[src/rtl/lcd_seq_pkg.sv]
// Package: shared phases, state encodings, command codes and helpers for the
// display boot sequencer. Assumes the panel uses the common 4-bit command set.
package lcd_seq_pkg;

    typedef enum logic [2:0] {
        PH_IDLE, PH_INIT, PH_CMD, PH_LINE, PH_ADDR, PH_CHR, PH_PWR
    } phase_t;

    typedef enum logic [3:0] {
        X_IDLE, X_WHI, X_GAP, X_WLO, X_SETTLE, X_RHI, X_RGAP, X_RLO, X_POST
    } xfer_st_t;

    localparam logic [7:0] CMD_DISP_OFF = 8'h08;
    localparam logic [7:0] CMD_DISP_ON  = 8'h0C;
    localparam logic [7:0] CMD_ADDR     = 8'h80;
    localparam logic [7:0] ROW1_OFS     = 8'h28;
    localparam logic [7:0] RAW_WIDE     = 8'h30;
    localparam logic [7:0] RAW_NARROW   = 8'h20;
    localparam int         BUSY_BIT     = 3;
    localparam int         N_RAW        = 4;
    localparam int         N_SETUP      = 5;

    // Largest of three counts, used to size cycle counters.
    function automatic int unsigned max_of3(int unsigned a, int unsigned b, int unsigned c);
        int unsigned m;
        m = (a > b) ? a : b;
        return (m > c) ? m : c;
    endfunction

    // Setup command table, indexed in issue order.
    function automatic logic [7:0] setup_cmd(input logic [2:0] i);
        case (i)
            3'd0:    return 8'h28;
            3'd1:    return 8'h0C;
            3'd2:    return 8'h06;
            3'd3:    return 8'h01;
            default: return 8'h02;
        endcase
    endfunction

endpackage

[src/rtl/lcd_str_rom.sv]
// String ROM: two zero-terminated strings, looked up combinationally.
// String 0 is a short fixed word; string 1 is generated arithmetically with
// LEN_B characters. Assumes pos never exceeds 2**PW-1.
module lcd_str_rom #(
    parameter int PW    = 6,
    parameter int LEN_B = 44
) (
    input  logic          line_sel,
    input  logic [PW-1:0] pos,
    output logic [7:0]    ch
);
    // Select the character for (line, position), zero past the end.
    always_comb begin
        ch = 8'h00;
        if (!line_sel) begin
            case (int'(pos))
                0:       ch = 8'h52;
                1:       ch = 8'h45;
                2:       ch = 8'h41;
                3:       ch = 8'h44;
                4:       ch = 8'h59;
                default: ch = 8'h00;
            endcase
        end else if (int'(pos) < LEN_B) begin
            ch = 8'h41 + 8'(int'(pos) % 26);
        end
    end
endmodule

[src/rtl/lcd_byte_xfer.sv]
// Byte transfer engine: sends either one raw nibble followed by a fixed wait,
// or a full byte as two nibbles followed by busy-flag polling. Reports
// completion with a one-cycle fin pulse, plus tmo when the poll budget ran out.
// Assumes go only arrives while idle and every timing parameter is at least 1.
module lcd_byte_xfer
    import lcd_seq_pkg::*;
#(
    parameter int CW        = 20,
    parameter int T_NIB     = 500,
    parameter int T_SHORT   = 5000,
    parameter int T_RDGAP   = 50000,
    parameter int T_NIBWAIT = 50000,
    parameter int MAX_POLLS = 50
) (
    input  logic          clk,
    input  logic          rst_n,
    input  logic          go,
    input  logic [7:0]    byte_i,
    input  logic          rs_i,
    input  logic          single_i,
    input  logic [CW-1:0] wait_i,
    input  logic          lcd_rdy,
    input  logic          rd_vld,
    input  logic [3:0]    rd_nib,
    output logic [3:0]    lcd_nib,
    output logic          lcd_rs,
    output logic          lcd_wr,
    output logic          rd_req,
    output logic          idle,
    output logic          fin,
    output logic          tmo
);
    localparam int PLW = $clog2(MAX_POLLS + 1);

    xfer_st_t       st_q;
    logic [7:0]     byte_q;
    logic           rs_q;
    logic           single_q;
    logic [CW-1:0]  cnt_q;
    logic [PLW-1:0] polls_q;
    logic [3:0]     hi_q;
    logic           fin_q;
    logic           tmo_q;

    // Transfer state machine: write nibbles, count gaps, poll the busy flag.
    always_ff @(posedge clk) begin
        if (!rst_n) begin
            st_q     <= X_IDLE;
            byte_q   <= '0;
            rs_q     <= 1'b0;
            single_q <= 1'b0;
            cnt_q    <= '0;
            polls_q  <= '0;
            hi_q     <= '0;
            fin_q    <= 1'b0;
            tmo_q    <= 1'b0;
        end else begin
            fin_q <= 1'b0;
            tmo_q <= 1'b0;
            case (st_q)
                X_IDLE: if (go) begin
                    byte_q   <= byte_i;
                    rs_q     <= rs_i;
                    single_q <= single_i;
                    cnt_q    <= wait_i - CW'(1);
                    polls_q  <= '0;
                    st_q     <= X_WHI;
                end
                X_WHI: if (lcd_rdy) begin
                    if (single_q) begin
                        st_q <= X_POST;
                    end else begin
                        cnt_q <= CW'(T_NIB - 1);
                        st_q  <= X_GAP;
                    end
                end
                X_GAP: begin
                    if (cnt_q == '0) st_q <= X_WLO;
                    else             cnt_q <= cnt_q - CW'(1);
                end
                X_WLO: if (lcd_rdy) begin
                    cnt_q <= CW'(T_SHORT - 1);
                    st_q  <= X_SETTLE;
                end
                X_SETTLE: begin
                    if (cnt_q == '0) begin
                        cnt_q <= CW'(T_NIBWAIT - 1);
                        st_q  <= X_RHI;
                    end else begin
                        cnt_q <= cnt_q - CW'(1);
                    end
                end
                X_RHI: begin
                    if (rd_vld || cnt_q == '0) begin
                        hi_q  <= rd_vld ? rd_nib : 4'hF;
                        cnt_q <= CW'(T_RDGAP - 1);
                        st_q  <= X_RGAP;
                    end else begin
                        cnt_q <= cnt_q - CW'(1);
                    end
                end
                X_RGAP: begin
                    if (cnt_q == '0) begin
                        cnt_q <= CW'(T_NIBWAIT - 1);
                        st_q  <= X_RLO;
                    end else begin
                        cnt_q <= cnt_q - CW'(1);
                    end
                end
                X_RLO: begin
                    if (rd_vld || cnt_q == '0) begin
                        if (!hi_q[BUSY_BIT]) begin
                            fin_q <= 1'b1;
                            st_q  <= X_IDLE;
                        end else if (polls_q == PLW'(MAX_POLLS - 1)) begin
                            fin_q <= 1'b1;
                            tmo_q <= 1'b1;
                            st_q  <= X_IDLE;
                        end else begin
                            polls_q <= polls_q + PLW'(1);
                            cnt_q   <= CW'(T_NIBWAIT - 1);
                            st_q    <= X_RHI;
                        end
                    end else begin
                        cnt_q <= cnt_q - CW'(1);
                    end
                end
                X_POST: begin
                    if (cnt_q == '0) begin
                        fin_q <= 1'b1;
                        st_q  <= X_IDLE;
                    end else begin
                        cnt_q <= cnt_q - CW'(1);
                    end
                end
                default: st_q <= X_IDLE;
            endcase
        end
    end

    // Port drive decoded from the transfer state.
    always_comb begin
        lcd_wr  = (st_q == X_WHI) || (st_q == X_WLO);
        lcd_nib = (st_q == X_WLO) ? byte_q[3:0] : byte_q[7:4];
        lcd_rs  = lcd_wr & rs_q;
        rd_req  = (st_q == X_RHI) || (st_q == X_RLO);
        idle    = (st_q == X_IDLE);
        fin     = fin_q;
        tmo     = tmo_q;
    end

    a_r12_wr_hold: assert property (@(posedge clk) disable iff (!rst_n)
        lcd_wr && !lcd_rdy |=> lcd_wr && $stable(lcd_nib) && $stable(lcd_rs));
    a_r5_no_wr_during_rd: assert property (@(posedge clk) disable iff (!rst_n)
        !(lcd_wr && rd_req));
    a_r6_tmo_with_fin: assert property (@(posedge clk) disable iff (!rst_n)
        tmo |-> fin);
    a_r6_poll_bound: assert property (@(posedge clk) disable iff (!rst_n)
        int'(polls_q) < MAX_POLLS);
endmodule

[src/rtl/lcd_boot_seq.sv]
// Boot sequencer top: walks the raw power-up nibbles, the setup commands and
// two ROM rows, handing each item to the transfer engine and waiting for its
// completion. Accepts power commands after boot. Assumes the panel eventually
// raises lcd_rdy for every write.
module lcd_boot_seq
    import lcd_seq_pkg::*;
#(
    parameter int T_LONG    = 250000,
    parameter int T_SHORT   = 5000,
    parameter int T_NIB     = 500,
    parameter int T_RDGAP   = 50000,
    parameter int T_NIBWAIT = 50000,
    parameter int MAX_POLLS = 50,
    parameter int MAX_COLS  = 40,
    parameter int ROW_A     = 0,
    parameter int ROW_B     = 1,
    parameter int LEN_B     = 44
) (
    input  logic       clk,
    input  logic       rst_n,
    input  logic       start,
    input  logic       pwr_req,
    input  logic       pwr_on,
    output logic [3:0] lcd_nib,
    output logic       lcd_rs,
    output logic       lcd_wr,
    input  logic       lcd_rdy,
    output logic       rd_req,
    input  logic       rd_vld,
    input  logic [3:0] rd_nib,
    output logic       done,
    output logic       tmo_err
);
    localparam int CW = $clog2(max_of3(max_of3(T_LONG, T_SHORT, T_NIB), T_RDGAP, T_NIBWAIT) + 1) + 1;
    localparam int PW = $clog2(MAX_COLS + 1);
    localparam bit A_OK   = (ROW_A == 0) || (ROW_A == 1);
    localparam bit B_OK   = (ROW_B == 0) || (ROW_B == 1);
    localparam bit A_ROW1 = (ROW_A == 1);
    localparam bit B_ROW1 = (ROW_B == 1);

    phase_t        ph_q;
    logic [2:0]    idx_q;
    logic          line_q;
    logic [PW-1:0] pos_q;
    logic          pend_q;
    logic          done_q;
    logic          tmo_q;
    logic          pwr_on_q;

    logic [7:0]    ch;
    logic [7:0]    it_byte;
    logic          it_rs;
    logic          it_single;
    logic [CW-1:0] it_wait;
    logic          launch;
    logic          go;
    logic          eng_idle;
    logic          fin;
    logic          eng_tmo;
    logic          row_ok;
    logic          row_is1;
    logic          chr_end;

    lcd_str_rom #(.PW(PW), .LEN_B(LEN_B)) u_rom (
        .line_sel (line_q),
        .pos      (pos_q),
        .ch       (ch)
    );

    // Decode the current row and the end-of-string condition.
    always_comb begin
        row_ok  = line_q ? B_OK   : A_OK;
        row_is1 = line_q ? B_ROW1 : A_ROW1;
        chr_end = (pos_q == PW'(MAX_COLS)) || (ch == 8'h00);
    end

    // Build the item for the engine from the phase and its indices.
    always_comb begin
        it_byte   = 8'h00;
        it_rs     = 1'b0;
        it_single = 1'b0;
        it_wait   = CW'(T_SHORT);
        launch    = 1'b0;
        case (ph_q)
            PH_INIT: begin
                it_byte   = (idx_q == 3'(N_RAW - 1)) ? RAW_NARROW : RAW_WIDE;
                it_single = 1'b1;
                it_wait   = (idx_q == 3'd0) ? CW'(T_LONG) : CW'(T_SHORT);
                launch    = !pend_q;
            end
            PH_CMD: begin
                it_byte = setup_cmd(idx_q);
                launch  = !pend_q;
            end
            PH_ADDR: begin
                it_byte = CMD_ADDR | (row_is1 ? ROW1_OFS : 8'h00);
                launch  = !pend_q;
            end
            PH_CHR: begin
                it_byte = ch;
                it_rs   = 1'b1;
                launch  = !pend_q && !chr_end;
            end
            PH_PWR: begin
                it_byte = pwr_on_q ? CMD_DISP_ON : CMD_DISP_OFF;
                launch  = !pend_q;
            end
            default: launch = 1'b0;
        endcase
        go = launch && eng_idle;
    end

    lcd_byte_xfer #(
        .CW(CW), .T_NIB(T_NIB), .T_SHORT(T_SHORT), .T_RDGAP(T_RDGAP),
        .T_NIBWAIT(T_NIBWAIT), .MAX_POLLS(MAX_POLLS)
    ) u_xfer (
        .clk      (clk),
        .rst_n    (rst_n),
        .go       (go),
        .byte_i   (it_byte),
        .rs_i     (it_rs),
        .single_i (it_single),
        .wait_i   (it_wait),
        .lcd_rdy  (lcd_rdy),
        .rd_vld   (rd_vld),
        .rd_nib   (rd_nib),
        .lcd_nib  (lcd_nib),
        .lcd_rs   (lcd_rs),
        .lcd_wr   (lcd_wr),
        .rd_req   (rd_req),
        .idle     (eng_idle),
        .fin      (fin),
        .tmo      (eng_tmo)
    );

    // Sequencer: phase advance on start, row decisions and engine completion.
    always_ff @(posedge clk) begin
        if (!rst_n) begin
            ph_q     <= PH_IDLE;
            idx_q    <= '0;
            line_q   <= 1'b0;
            pos_q    <= '0;
            pend_q   <= 1'b0;
            done_q   <= 1'b0;
            tmo_q    <= 1'b0;
            pwr_on_q <= 1'b0;
        end else begin
            if (go) pend_q <= 1'b1;
            case (ph_q)
                PH_IDLE: begin
                    if (start) begin
                        ph_q   <= PH_INIT;
                        idx_q  <= '0;
                        done_q <= 1'b0;
                        tmo_q  <= 1'b0;
                    end else if (pwr_req && done_q) begin
                        ph_q     <= PH_PWR;
                        pwr_on_q <= pwr_on;
                    end
                end
                PH_LINE: begin
                    pos_q <= '0;
                    if (row_ok)       ph_q <= PH_ADDR;
                    else if (line_q) begin ph_q <= PH_IDLE; done_q <= 1'b1; end
                    else             line_q <= 1'b1;
                end
                PH_CHR: if (!pend_q && chr_end) begin
                    if (line_q) begin ph_q <= PH_IDLE; done_q <= 1'b1; end
                    else        begin line_q <= 1'b1; ph_q <= PH_LINE; end
                end
                default: ;
            endcase
            if (pend_q && fin) begin
                pend_q <= 1'b0;
                if (eng_tmo) begin
                    ph_q   <= PH_IDLE;
                    done_q <= 1'b1;
                    tmo_q  <= 1'b1;
                end else begin
                    case (ph_q)
                        PH_INIT: begin
                            if (idx_q == 3'(N_RAW - 1)) begin ph_q <= PH_CMD; idx_q <= '0; end
                            else idx_q <= idx_q + 3'd1;
                        end
                        PH_CMD: begin
                            if (idx_q == 3'(N_SETUP - 1)) begin ph_q <= PH_LINE; line_q <= 1'b0; end
                            else idx_q <= idx_q + 3'd1;
                        end
                        PH_ADDR: ph_q <= PH_CHR;
                        PH_CHR:  pos_q <= pos_q + PW'(1);
                        PH_PWR:  ph_q <= PH_IDLE;
                        default: ;
                    endcase
                end
            end
        end
    end

    assign done    = done_q;
    assign tmo_err = tmo_q;

    a_r10_done_hold: assert property (@(posedge clk) disable iff (!rst_n)
        done && !start |=> done);
    a_r8_col_cap: assert property (@(posedge clk) disable iff (!rst_n)
        int'(pos_q) <= MAX_COLS);
    a_r7_data_only_in_text: assert property (@(posedge clk) disable iff (!rst_n)
        lcd_wr && lcd_rs |-> ph_q == PH_CHR);
    a_r6_err_implies_done: assert property (@(posedge clk) disable iff (!rst_n)
        tmo_err |-> done);
    a_r2_no_read_in_raw: assert property (@(posedge clk) disable iff (!rst_n)
        rd_req |-> ph_q != PH_INIT);
endmodule

[config.mk]
export PLATFORM = sky130hd
export DESIGN_NAME = lcd_boot_seq
export DESIGN_NICKNAME = d
export VERILOG_FILES = /design/src/rtl/lcd_seq_pkg.sv /design/src/rtl/lcd_str_rom.sv /design/src/rtl/lcd_byte_xfer.sv /design/src/rtl/lcd_boot_seq.sv
export SDC_FILE = /design/constraint.sdc
export NUM_CORES = 1
export LEC_CHECK = 0
export BUFFER_PORTS_ARGS = -buffer_cell sky130_fd_sc_hd__buf_2
export CAP_MARGIN = 5
export CORE_UTILIZATION = 45
export CTS_BUF_LIST = sky130_fd_sc_hd__clkbuf_16
export DETAILED_ROUTE_END_ITERATION = 10
export PLACE_DENSITY = 0.71
export SLEW_MARGIN = 10
export SYNTH_ARGS = -nofsm -noshare
export SYNTH_HDL_FRONTEND = slang
export SYNTH_SLANG_ARGS = --single-unit
[constraint.sdc]
create_clock -name clk -period 6.6 [get_ports clk]
set_input_delay 0.99 -clock clk [delete_from_list [all_inputs] [get_ports clk]]
set_output_delay 0.99 -clock clk [all_outputs]
set_load 0.005 [all_outputs]
* Word level (Yosys, flattened, before mapping) *
Index checks and enable logic that the tools add are counted.

storage, ports and cells
  output and inout bits = 9
  register bits = 62
  input port bits = 11
  word-level logic and storage cells = 184

operators by class
  add/sub/neg operators = 6
  divide/modulo/power cells = 1
  order comparisons = 1
  bitwise gates (word level) = 3
  mux-type cells = 87
  equality and inequality tests = 39
  reduce and logical (&&, ||, !) cells = 30

operators with widths
  operator                                                number
  two-way mux 19 bit                                      10
  case mux 19 bit (7 select lines)                        1
  two-way mux 6 bit                                       9
  two-way mux 4 bit                                       13
  two-way mux 3 bit                                       15
  case mux 8 bit (5 select lines)                         1
  two-way mux 18 bit                                      2
  case mux 4 bit (9 select lines)                         1
  case mux 7 bit (5 select lines)                         1
  modulo 7 x 6 -> 32 bit (second input constant)          1
  case mux 6 bit (4 select lines)                         1
  two-way mux 1 bit                                       22
  zero test 19 bit                                        1
  subtractor 18 x 1 -> 19 bit (second input constant)     1
  subtractor 19 x 1 -> 19 bit (second input constant)     1
  == test 4 x 3 -> 1 bit (second input constant)          4
  two-way mux 8 bit                                       2
  inequality test 2 x 1 -> 1 bit (second input constant)  7
  adder 6 x 1 -> 6 bit (second input constant)            2
  == test 3 x 2 -> 1 bit (second input constant)          4
  == test 3 bit (second input constant)                   4
  == test 6 x 2 -> 1 bit (second input constant)          2
  == test 6 bit (second input constant)                   2
  inequality test 2 bit (second input constant)           6
  37 further kinds                                        54

* Longest topological paths before layout *
  depth in word-level cells = 13
  depth in mapped cells = 18
  gate-level depth less buffers = 15

* By module *
A second synthesis with hierarchy kept.

unflattened totals
  cells, all modules = 626
  area total of the unflattened synthesis = 4,799.6 sq um

by module, submodules not included
  module         seq. area each (sq um)  instances  area each (sq um)  cells each
  lcd_byte_xfer  840.8                   1          2,946.6            383
  lcd_boot_seq   340.3                   1          1,321.3            171
  lcd_str_rom    0.0                     1          531.8              72

* Least setup slack after synthesis *
Ideal clock, no wire load.

  path type = reg2reg
  start point = reg pos_q[4]
  end point = reg u_xfer.cnt_q[8]
  buffers on the path = 2
  arrival = 3.802 ns
  clock period less this slack = 3.924 ns
  required time = 6.478 ns
  library setup time = 0.122 ns
  cell stages (with the launch flop) = 18
  slack = 2.676 ns
  cell sequence = dfxtp_1 -> buf_2 -> buf_1 -> inv_1 -> a21oi_1 -> ha_1 -> nand2b_1 -> o41ai_4 -> o21ai_1 -> xnor2_1 -> ha_1 -> nand4_1 -> a2111oi_2 -> o311a_1 -> or2_1 -> a21o_1 -> a311o_1 -> o311a_1

between the ends
  longest elaborated chain between the ends = 12
  elaborated cells between the ends (all ways) = 20
  those cells by class = add/sub: 1; div: 1; order compare: 1; eq/ne: 6; mux: 4; reduce/logical: 7

RTL lines
  what                                 line                  RTL
  start: declaration                   lcd_boot_seq.sv:44    logic [PW-1:0] pos_q;
  start signal: assignment             lcd_boot_seq.sv:190   PH_CHR: pos_q <= pos_q + PW'(1);
  modulo 7 x 6 -> 32 bit               lcd_str_rom.sv:25     ch = 8'h41 + 8'(int'(pos) % 26);
  adder 7 x 8 -> 8 bit                 lcd_str_rom.sv:25
  two-way mux 8 bit                    lcd_str_rom.sv:24     end else if (int'(pos) < LEN_B) begin
  two-way mux 8 bit                    lcd_str_rom.sv:15     if (!line_sel) begin
  zero test 8 bit                      lcd_boot_seq.sv:74    chr_end = (pos_q == PW'(MAX_COLS)) || (ch == 8'h00);
  logical OR 1 bit (*)                 lcd_boot_seq.sv:74
  zero test 1 bit (*)                  lcd_boot_seq.sv:102   launch = !pend_q && !chr_end;
  logical AND 1 bit (*)                lcd_boot_seq.sv:102
  case mux 1 bit (2 select lines) (*)  lcd_boot_seq.sv:84    case (ph_q)
  logical AND 1 bit (*)                lcd_boot_seq.sv:110   go = launch && eng_idle;
  inequality test 2 bit (no line) (*)  --
  AND reduction 8 bit (no line) (*)    --
  end signal: assignment               lcd_byte_xfer.sv:121  cnt_q <= CW'(T_NIBWAIT - 1);
  end signal: assignment               lcd_byte_xfer.sv:125  cnt_q <= cnt_q - CW'(1);
  end signal: assignment               lcd_byte_xfer.sv:133  cnt_q <= cnt_q - CW'(1);
  end: declaration                     lcd_byte_xfer.sv:39   logic [CW-1:0] cnt_q;

Mark *: on every way between the ends. The rest lies on a longest branch, timed or not.
A chain may end at the register's enable or synchronous reset.

* Worst setup path in the final report *
  start point = reg pos_q[4]
  end point = reg u_xfer.cnt_q[2]

The elaborated chain is that of the path after synthesis.

==> flow_metrics.tcl <==
set metrics [dict create \
    grt_use_total_pct 24.0 \
    slew_headroom_pct 28.1 \
    cp-start-kind "flip-flop" \
    ys.warnings.count 0 \
    ctsHoldBuffers 0 \
    numCtsBuffers 9 \
    grt_pass1_wl_microns 19600 \
    fin_crit_sh_pct 74.1 \
    grt_max_degree 42 \
    hold_class "flip-flop to flip-flop" \
    end_kind "flip-flop" \
    fp-row-count 35 \
    ys_seq_area_share_pct 26.8 \
    crit_path_max_incr_delay_ns 0.75 \
    first_pass_iters 5 \
    fmax_mhz 204 \
    worstSetupPathType "flip-flop to flip-flop" \
    die-height_microns 101 \
    synth_fp_nets 623 \
    antenna_found_initial 0 \
    hold_violations 0 \
    maxCapViolations 0 \
    grt_pass1_vias 4080 \
    synth_top_area_cell "dfxtp_1" \
    core_area_sq_mm 0.00937 \
    synth.distinct_cells 73 \
    worstMarginPinSlew_ns 1.07 \
    internal-power_uw 928 \
    wire_per_inst_microns 16.5 \
    ys_ff_latch 59 \
    die_x_microns 101 \
    worstPathMaxFanout 24 \
    slowest_stage "dfxtp_1" \
    synthToLayoutAreaGrowth_pct 9.07 \
    dr.first_iter.drc_count 464 \
    hpwl_microns 8440 \
    dpl_cell_area_sq_mm 0.00452 \
    async_flop_share_pct 0 \
    drc 0 \
    num_io_pins 20 \
    path_cells "inv_1 -> a21oi_1 -> ha_1 -> nand2b_1 -> o41ai_4 -> o21ai_1 -> xnor2_1 -> ha_1 -> nand4_1 -> a2111oi_2 -> o311a_1 -> o211a_1 -> o21ai_2 -> nor2_1 -> o221a_2" \
    synth_cells 592 \
    postCtsSetupRepairBufs 0 \
    path_buf_inv 1 \
    ant_nets 0 \
    finalSetupTns_ns 0 \
    start_util_pct 47.0 \
    design_area_sq_mm 0.00480 \
    combPwrFrac_pct 39.2 \
    via_count 4527 \
    p_leak_nw 1.83 \
    cts_resized 0 \
    finalMaxSlewViolations 0 \
    status "finished, final reports clean" \
    synth_edf_count 0 \
    clk-insertion-delay-late_ns 0.32 \
    drive_gt1_share_pct 8.95 \
    ys.flop_type "dfxtp_1" \
    fin_nets 618 \
    gp_congestion 0.947 \
    synthTopCellsByArea "dfxtp_1, a21oi_1, ha_1" \
    rsz0062_at_grt "false" \
    power_density_mw_per_mm2 325 \
    gr-total-overflow 0 \
    switching_power_uw 635 \
    crit_required_ns 6.81 \
    clock-sinks 59 \
    pwr-share-seq_pct 32.1 \
    p_total_mw 1.56 \
    ir_worst_vdd_mv 0.232 \
    dieArea_sq_mm 0.0102 \
    p_sw_share_pct 40.6 \
    routed_wl_microns 11900 \
    via_per_inst 6.28 \
    portBuffers 16 \
    layout_min_cycle_time_ns 4.89 \
    syn_avg_cell_area_sq_um 7.44 \
    clock_path_buffers 2 \
    synth_top_area_share_pct 26.8 \
    arrival_ns 5.11 \
    path_clk_slew_ns 0.06 \
    antennaDiodeCount 0 \
    cts_root_buffer "clkbuf_16" \
    path_delay_family "compound AO/OA/AOI/OAI gates" \
    syn_area_sq_mm 0.00440 \
    h-tree-depth 3 \
    cts_tree "done" \
    p_clk_share_pct 28.7 \
    setup_viol 0 \
    skew_ns 0.00934 \
    crit_top_cell "ha_1" \
]
final timing paths:
| check | startpoint | endpoint | slack [ns] | cells after the start |
|---|---|---|---|---|
| worst max-delay path | pos_q[4] | u_xfer.cnt_q[2] | 1.71 | 15 |
| worst min-delay path | u_xfer.cnt_q[18] | u_xfer.cnt_q[18] | 0.45 | 2 |
| worst max register to register | pos_q[4] | u_xfer.cnt_q[2] | 1.71 | 15 |
| worst min register to register | u_xfer.cnt_q[18] | u_xfer.cnt_q[18] | 0.45 | 2 |
cell usage in the layout (no fill, tap or decap), types with 6 or more instances in the layout:
master     count
a211oi_1      10
a21oi_1       54
a22oi_1        6
a31oi_1        6
and3_1        11
buf_2         16
clkbuf_16      9
dfxtp_1       59
ha_1          20
inv_1         26
nand2_1       57
nand2b_1      11
nand3_1       29
nand4_1        8
nor2_1        61
nor2b_1       10
nor3_1        24
o2111ai_1      6
o21ai_0       39
o31ai_1        6
xnor2_1       13
power groups by stage:
stage               logic [mW]  registers, mW  clock network, mW
CTS                      0.601          0.497              0.453
floorplan                0.503          0.466                  0
global route             0.682          0.508              0.470
finish                   0.613          0.501              0.449
detailed placement       0.594          0.504                  0
global placement         0.580          0.501                  0
per-stage QoR:
stage | cells | setup WS, ns | hold WS, ns | util, %
5_1_grt | 721 | 1.34 | 0.470 | 51.2
3_5_place_dp | 705 | 1.80 | 0.438 | 48.2
4_1_cts | 721 | 1.78 | 0.446 | 51.2
3_3_place_gp | 705 | 1.93 | 0.432 | 48.2
6_report | 721 | 1.71 | 0.447 | 51.2
2_1_floorplan | 592 | 2.68 | 0.412 | -
cells in the mapped netlist (4+ instances only):
master / number
and2_1: 5
inv_1: 24
nand2b_1: 11
nor4_1: 4
buf_2: 10
a21oi_1: 54
nand4_1: 8
clkbuf_1: 20
xnor2_1: 13
o31ai_1: 6
nor3_1: 24
dfxtp_1: 59
o41ai_1: 4
xor2_1: 4
mux2_2: 4
mux2i_1: 5
nor2_1: 61
o211a_1: 4
nand3_1: 29
a211oi_1: 10
a21o_1: 5
a22oi_1: 6
o2111ai_1: 6
ha_1: 20
nor2b_1: 10
a31oi_1: 6
and3_1: 11
o21ai_0: 39
nand2_1: 57
routing by layer:
| metal | up-vias | wire length (microns) | part of all wire [%] | GRT usage [%] |
|---|---|---|---|---|
| met1 | 2157 | 5500 | 46 | 34.0 |
| li1 | 2183 | - | - | - |
| met5 | - | 0 | 0 | 0 |
| met4 | 0 | 186 | 1.6 | 8.58 |
| met2 | 173 | 5390 | 45 | 37.2 |
| met3 | 14 | 789 | 6.7 | 3.12 |
registers in the layout (all words and copies together) (netlist names):
signal,count
u_xfer.byte_q,8
u_xfer.single_q,1
idx_q,3
u_xfer.st_q,4
ph_q,3
pend_q,1
tmo_err,1
line_q,1
u_xfer.cnt_q,19
u_xfer.polls_q,6
u_xfer.hi_q,1
u_xfer.rs_q,1
done,1
pos_q,6
u_xfer.fin,1
pwr_on_q,1
u_xfer.tmo,1
final cells by class:
type                       count  area [sq um]
clock buffer                   9           225
clock inverter                 7          61.3
fill                         905          4570
inverter                      25          93.8
multi-input combinational    474          2980
sequential                    59          1180
tap                          129           161
timing repair buffer          18          95.1
cell families (layout without fill, tap and decap cells):
group           Yosys count  count (layout)  synth area share, %
buf+inv                  59              59                 5.40
compound gates          194             194                 31.0
mux                       9               9                 2.16
xor+xnor                 17              17                 3.38
flops                    59              59                 26.8
simple gates            234             234                 25.5
fa+ha+maj                20              20                 5.68
worst min-delay path, stage by stage, from the launching register on:
cell and delay, ns:
dfxtp_1 0.31, nand2_1 0.06, a31oi_1 0.04
No activity file was read; power rests on OpenSTA's default activity.
